[src/rtl/pair_sum_pkg.sv]
package pair_sum_pkg;
   // Width of a two-operand sum that cannot wrap.
   function automatic int sum_width(input int sample_w);
      return sample_w + 1;
   endfunction
endpackage

[src/rtl/pair_sum_history.sv]
module pair_sum_history #(
   parameter int SAMPLE_W = 5
) (
   input  logic                clk,
   input  logic                rst_n,
   input  logic                load,
   input  logic [SAMPLE_W-1:0] newest,
   output logic [SAMPLE_W-1:0] prev_newest
);
   always_ff @(posedge clk or negedge rst_n) begin
      if (!rst_n)    prev_newest <= '0;
      else if (load) prev_newest <= newest;
   end

   // idle cycles leave the history untouched
   a_r6_hist_hold: assert property (@(posedge clk) disable iff (!rst_n)
      !load |=> $stable(prev_newest));
endmodule

[src/rtl/pair_sum_adder.sv]
module pair_sum_adder
   import pair_sum_pkg::*;
#(
   parameter int SAMPLE_W = 5,
   localparam int SUM_W = sum_width(SAMPLE_W)
) (
   input  logic [SAMPLE_W-1:0] sample,
   input  logic [SAMPLE_W-1:0] partner,
   output logic [SUM_W-1:0]    sum
);
   always_comb sum = SUM_W'(sample) + SUM_W'(partner);
endmodule

[src/rtl/pair_sum_filter.sv]
module pair_sum_filter
   import pair_sum_pkg::*;
#(
   parameter int SAMPLE_W = 5,
   parameter int LANES    = 2,
   localparam int SUM_W   = sum_width(SAMPLE_W),
   localparam int IN_W    = LANES * SAMPLE_W,
   localparam int OUT_W   = LANES * SUM_W
) (
   input  logic             clk,
   input  logic             rst_n,
   input  logic             in_valid,
   input  logic [IN_W-1:0]  in_samples,
   output logic             out_valid,
   output logic [OUT_W-1:0] out_sums
);
   initial begin
      assert (SAMPLE_W >= 1) else $error("SAMPLE_W must be at least 1");
      assert (LANES >= 1)    else $error("LANES must be at least 1");
   end

   logic [SAMPLE_W-1:0] hist;
   logic [OUT_W-1:0]    sums_d;

   pair_sum_history #(.SAMPLE_W(SAMPLE_W)) u_hist (
      .clk         (clk),
      .rst_n       (rst_n),
      .load        (in_valid),
      .newest      (in_samples[IN_W-1 -: SAMPLE_W]),
      .prev_newest (hist)
   );

   for (genvar i = 0; i < LANES; i++) begin : g_lane
      logic [SAMPLE_W-1:0] partner;
      if (i == 0) begin : g_oldest
         assign partner = hist;
      end else begin : g_inner
         assign partner = in_samples[(i-1)*SAMPLE_W +: SAMPLE_W];
      end

      pair_sum_adder #(.SAMPLE_W(SAMPLE_W)) u_add (
         .sample  (in_samples[i*SAMPLE_W +: SAMPLE_W]),
         .partner (partner),
         .sum     (sums_d[i*SUM_W +: SUM_W])
      );

      if (i > 0) begin : g_chk
         // each inner lane holds the full, unwrapped sum of adjacent inputs
         a_r7_full_sum: assert property (@(posedge clk) disable iff (!rst_n)
            out_valid |-> 32'(out_sums[i*SUM_W +: SUM_W]) ==
               32'($past(in_samples[i*SAMPLE_W +: SAMPLE_W])) +
               32'($past(in_samples[(i-1)*SAMPLE_W +: SAMPLE_W])));
      end
   end

   always_ff @(posedge clk or negedge rst_n) begin
      if (!rst_n) begin
         out_valid <= 1'b0;
         out_sums  <= '0;
      end else begin
         out_valid <= in_valid;
         if (in_valid) out_sums <= sums_d;
      end
   end

   // one-cycle valid latency
   a_r5_valid_latency: assert property (@(posedge clk) disable iff (!rst_n)
      out_valid == $past(in_valid));
   // results hold across idle cycles
   a_r8_hold_on_idle: assert property (@(posedge clk) disable iff (!rst_n)
      !in_valid |=> $stable(out_sums));
   // reset leaves the output idle
   a_r1_reset_idle: assert property (@(posedge clk)
      !rst_n |=> !out_valid && out_sums == '0);
endmodule

[config.mk]
export PLATFORM = sky130hd
export DESIGN_NAME = pair_sum_filter
export DESIGN_NICKNAME = d
export VERILOG_FILES = /design/src/rtl/pair_sum_pkg.sv /design/src/rtl/pair_sum_history.sv /design/src/rtl/pair_sum_adder.sv /design/src/rtl/pair_sum_filter.sv
export SDC_FILE = /design/constraint.sdc
export NUM_CORES = 1
export LEC_CHECK = 0
export ABC_CLOCK_PERIOD_IN_PS = 2000
export BUFFER_PORTS_ARGS = -buffer_cell sky130_fd_sc_hd__buf_2
export CAP_MARGIN = 25
export CORE_UTILIZATION = 50
export CTS_BUF_LIST = sky130_fd_sc_hd__clkbuf_4 sky130_fd_sc_hd__clkbuf_8 sky130_fd_sc_hd__clkbuf_16
export CTS_CLUSTER_SIZE = 16
export DETAILED_ROUTE_END_ITERATION = 10
export PLACE_DENSITY = 0.76
export SETUP_SLACK_MARGIN = 0.1
export SLEW_MARGIN = 20
export SYNTH_ARGS = -nofsm -noshare
export SYNTH_HDL_FRONTEND = slang
export SYNTH_SLANG_ARGS = --single-unit
[constraint.sdc]
create_clock -name clk -period 2 [get_ports clk]
set_clock_uncertainty 0.2 [all_clocks]
set_input_delay 0.5 -clock clk [delete_from_list [all_inputs] [get_ports clk]]
set_output_delay 0.5 -clock clk [all_outputs]
set_load 0.02 [all_outputs]
==> results_dict.tcl <==
set metrics [dict create \
    status "finished, final reports clean" \
    die_w_um 47.7 \
    synth-seq-cells 18 \
    dpl.hpwl_um 1470 \
    cp_max_fo 2 \
    post_cts_resized 0 \
    synthTopCellsByCount "dfrtp_1, ha_1, mux2_2" \
    rows 16 \
    startpoint_type "register" \
    p_clk_frac 0.185 \
    stdcell_area_um2 1240 \
    ir_drop_mv 0.438 \
    clockBufferDepth 2 \
    grt_pass1_vias 747 \
    grt_overflow 0 \
    ios 26 \
    route.detailed.drc 0 \
    path_buf_inv 0 \
    p_leak_nw 0.592 \
    core_area_um2 1960 \
    synth_edf_count 0 \
    maxCapViolCount 0 \
    setup_tns_ns 0 \
    cts-htree-levels 1 \
    grt_pass1_wl_um 3090 \
    worstPathCellList "ha_1 > fa_1 > a21oi_1 > nand4b_1 > o211ai_1" \
    grt_start_max_net_pins 26 \
    cts.sinks 18 \
    viasPerCell 5.51 \
    max_slew_margin 0.694 \
    path_delay_family "adder cells" \
    rsz0062_at_grt "false" \
    clk_pin_slew_ns 0.10 \
    port_buffers 25 \
    setup.worst_path.end_class "register" \
    gp_congestion 0.772 \
    finalSetupViolations 0 \
    syn-cell-area_um2 1050 \
    layout.nets 143 \
    swShare 0.333 \
    vias 788 \
    wirelength_um 1940 \
    firstDrtPassIters 4 \
    fmax_ghz 0.562 \
    die-area_um2 2280 \
    yosysTopAreaCellShare 0.431 \
    synth.most_common_cell "dfrtp_1" \
    p_sw_mw 0.319 \
    pre_cts_ws_ns -0.0501 \
    drive_gt1_frac 0.362 \
    worst_slew_pin_slew_ns 0.458 \
    yosys.cell_types.count 29 \
    die_h_um 47.7 \
    cts_root_buf "clkbuf_4" \
    critPathSlowestCell "fa_1" \
    synth_nets 112 \
    period_minus_slack_ns 1.78 \
    max_stage_delay_ns 0.41 \
    slew_viol_final 0 \
    hold_slack_ns 0.258 \
    start_util 0.533 \
    intPower_mw 0.639 \
    cp.arrival_ns 1.79 \
    yosysTopAreaCell "dfrtp_1" \
    clk_latency_ns 0.28 \
    drt-initial-drc-count 6 \
    antenna_found_initial 0 \
    wl_per_cell_um 13.6 \
    setup_ws_ns 0.222 \
    synth_area_per_cell_um2 12.0 \
    place_area_um2 1200 \
    period_share 0.889 \
    synthArstFlopShare 1.00 \
    critical_path_class "reg -> reg" \
    powerDensity_nw_per_um2 775 \
    cts_made_buffers 3 \
    critical_path_required_ns 2.01 \
    synthFlopType "dfrtp_1" \
    ys_top_cells_by_area "dfrtp_1, ha_1, mux2_2, fa_1, a211oi_1" \
    ys_seq_area_frac 0.431 \
    syn_inst 87 \
    pwr-share-seq 0.473 \
    antenna_cells 0 \
    area_growth_pct 18.2 \
    ys.warnings.count 0 \
    cts_tree "yes" \
    finalHoldViolCount 0 \
    track_usage 0.197 \
    combPwrFrac 0.341 \
    antenna_left 0 \
    hp-class "in -> reg" \
]
## power by group through the flow
stage	registers [mW]	clock network, mW	logic, mW
after global placement	0.458	0	0.319
after floorplan	0.523	0	0.157
after global routing	0.463	0.190	0.365
after CTS	0.455	0.179	0.330
final	0.454	0.178	0.327
after detailed placement	0.462	0	0.326
## per-stage QoR
stage,cells,util,power (mW)
floorplan,87,-,0.679
global placement,139,0.614,0.777
detailed placement,139,0.614,0.789
CTS,143,0.630,0.964
global route,143,0.630,1.02
finish,143,0.630,0.958
## routing by layer
layer,track usage,wire length (um)
met1,0.255,871
met2,0.341,975
met3,0.0226,73
met4,0.0667,23
met5,0,0
## kinds of logic (layout without fill, tap and decap cells)
family / after synthesis / in the layout / synth area share
AOI/OAI and AO/OA: 21 / 21 / 0.154
and+or+nand+nor: 19 / 19 / 0.114
DFF: 18 / 18 / 0.431
adders and majority gates: 12 / 12 / 0.158
muxes: 9 / 9 / 0.0969
buffers and inverters: 6 / 35 / 0.0299
xor gates and xnor gates: 2 / 2 / 0.0167
## placed cells by master (no fill, tap or decap), types with 3 or more instances in the layout
cell type  Yosys  layout
ha_1          10      10
buf_2          1      25
dfrtp_1       18      18
nand2_1        4       4
inv_1          3       3
o21ai_0        3       3
nor2_1         4       4
clkbuf_4       0       3
mux2_2         9       9
a211oi_1       4       4
## what timing repair did
item,in CTS,in global routing
setup buffers,0,0
endpoints found under the hold margin,18,0
hold buffers,1,0
## flip-flops by register name (all words and copies together) (netlist names)
name and cells:
u_hist.prev_newest 5, out_sums 12, out_valid 1
## area by class of cell
class	count	area, um^2
Clock buffer	3	22.5
Fill cell	187	726
Inverter	4	15.0
Multi-Input combinational cell	63	564
Sequential cell	18	450
Tap cell	27	33.8
Timing Repair Buffer	28	150
## final timing paths
check	from	end	slack, ns	cells past startpoint
min	in_samples[5]	u_hist.prev_newest[0]	0.26	2
max reg2reg	u_hist.prev_newest[0]	out_sums[4]	0.22	5
min reg2reg	out_sums[7]	out_sums[7]	0.30	2
max	u_hist.prev_newest[0]	out_sums[4]	0.22	5
max in group asynchronous	rst_n	u_hist.prev_newest[1]	0.86	2
min in group asynchronous	rst_n	u_hist.prev_newest[4]	0.46	2
## worst reg2reg max path, stage by stage, from the launching register on
cell	delay [ns]
dfrtp_1	0.39
ha_1	0.22
fa_1	0.41
a21oi_1	0.23
nand4b_1	0.13
o211ai_1	0.12
Note: power is estimated with default switching activity, not from simulation.
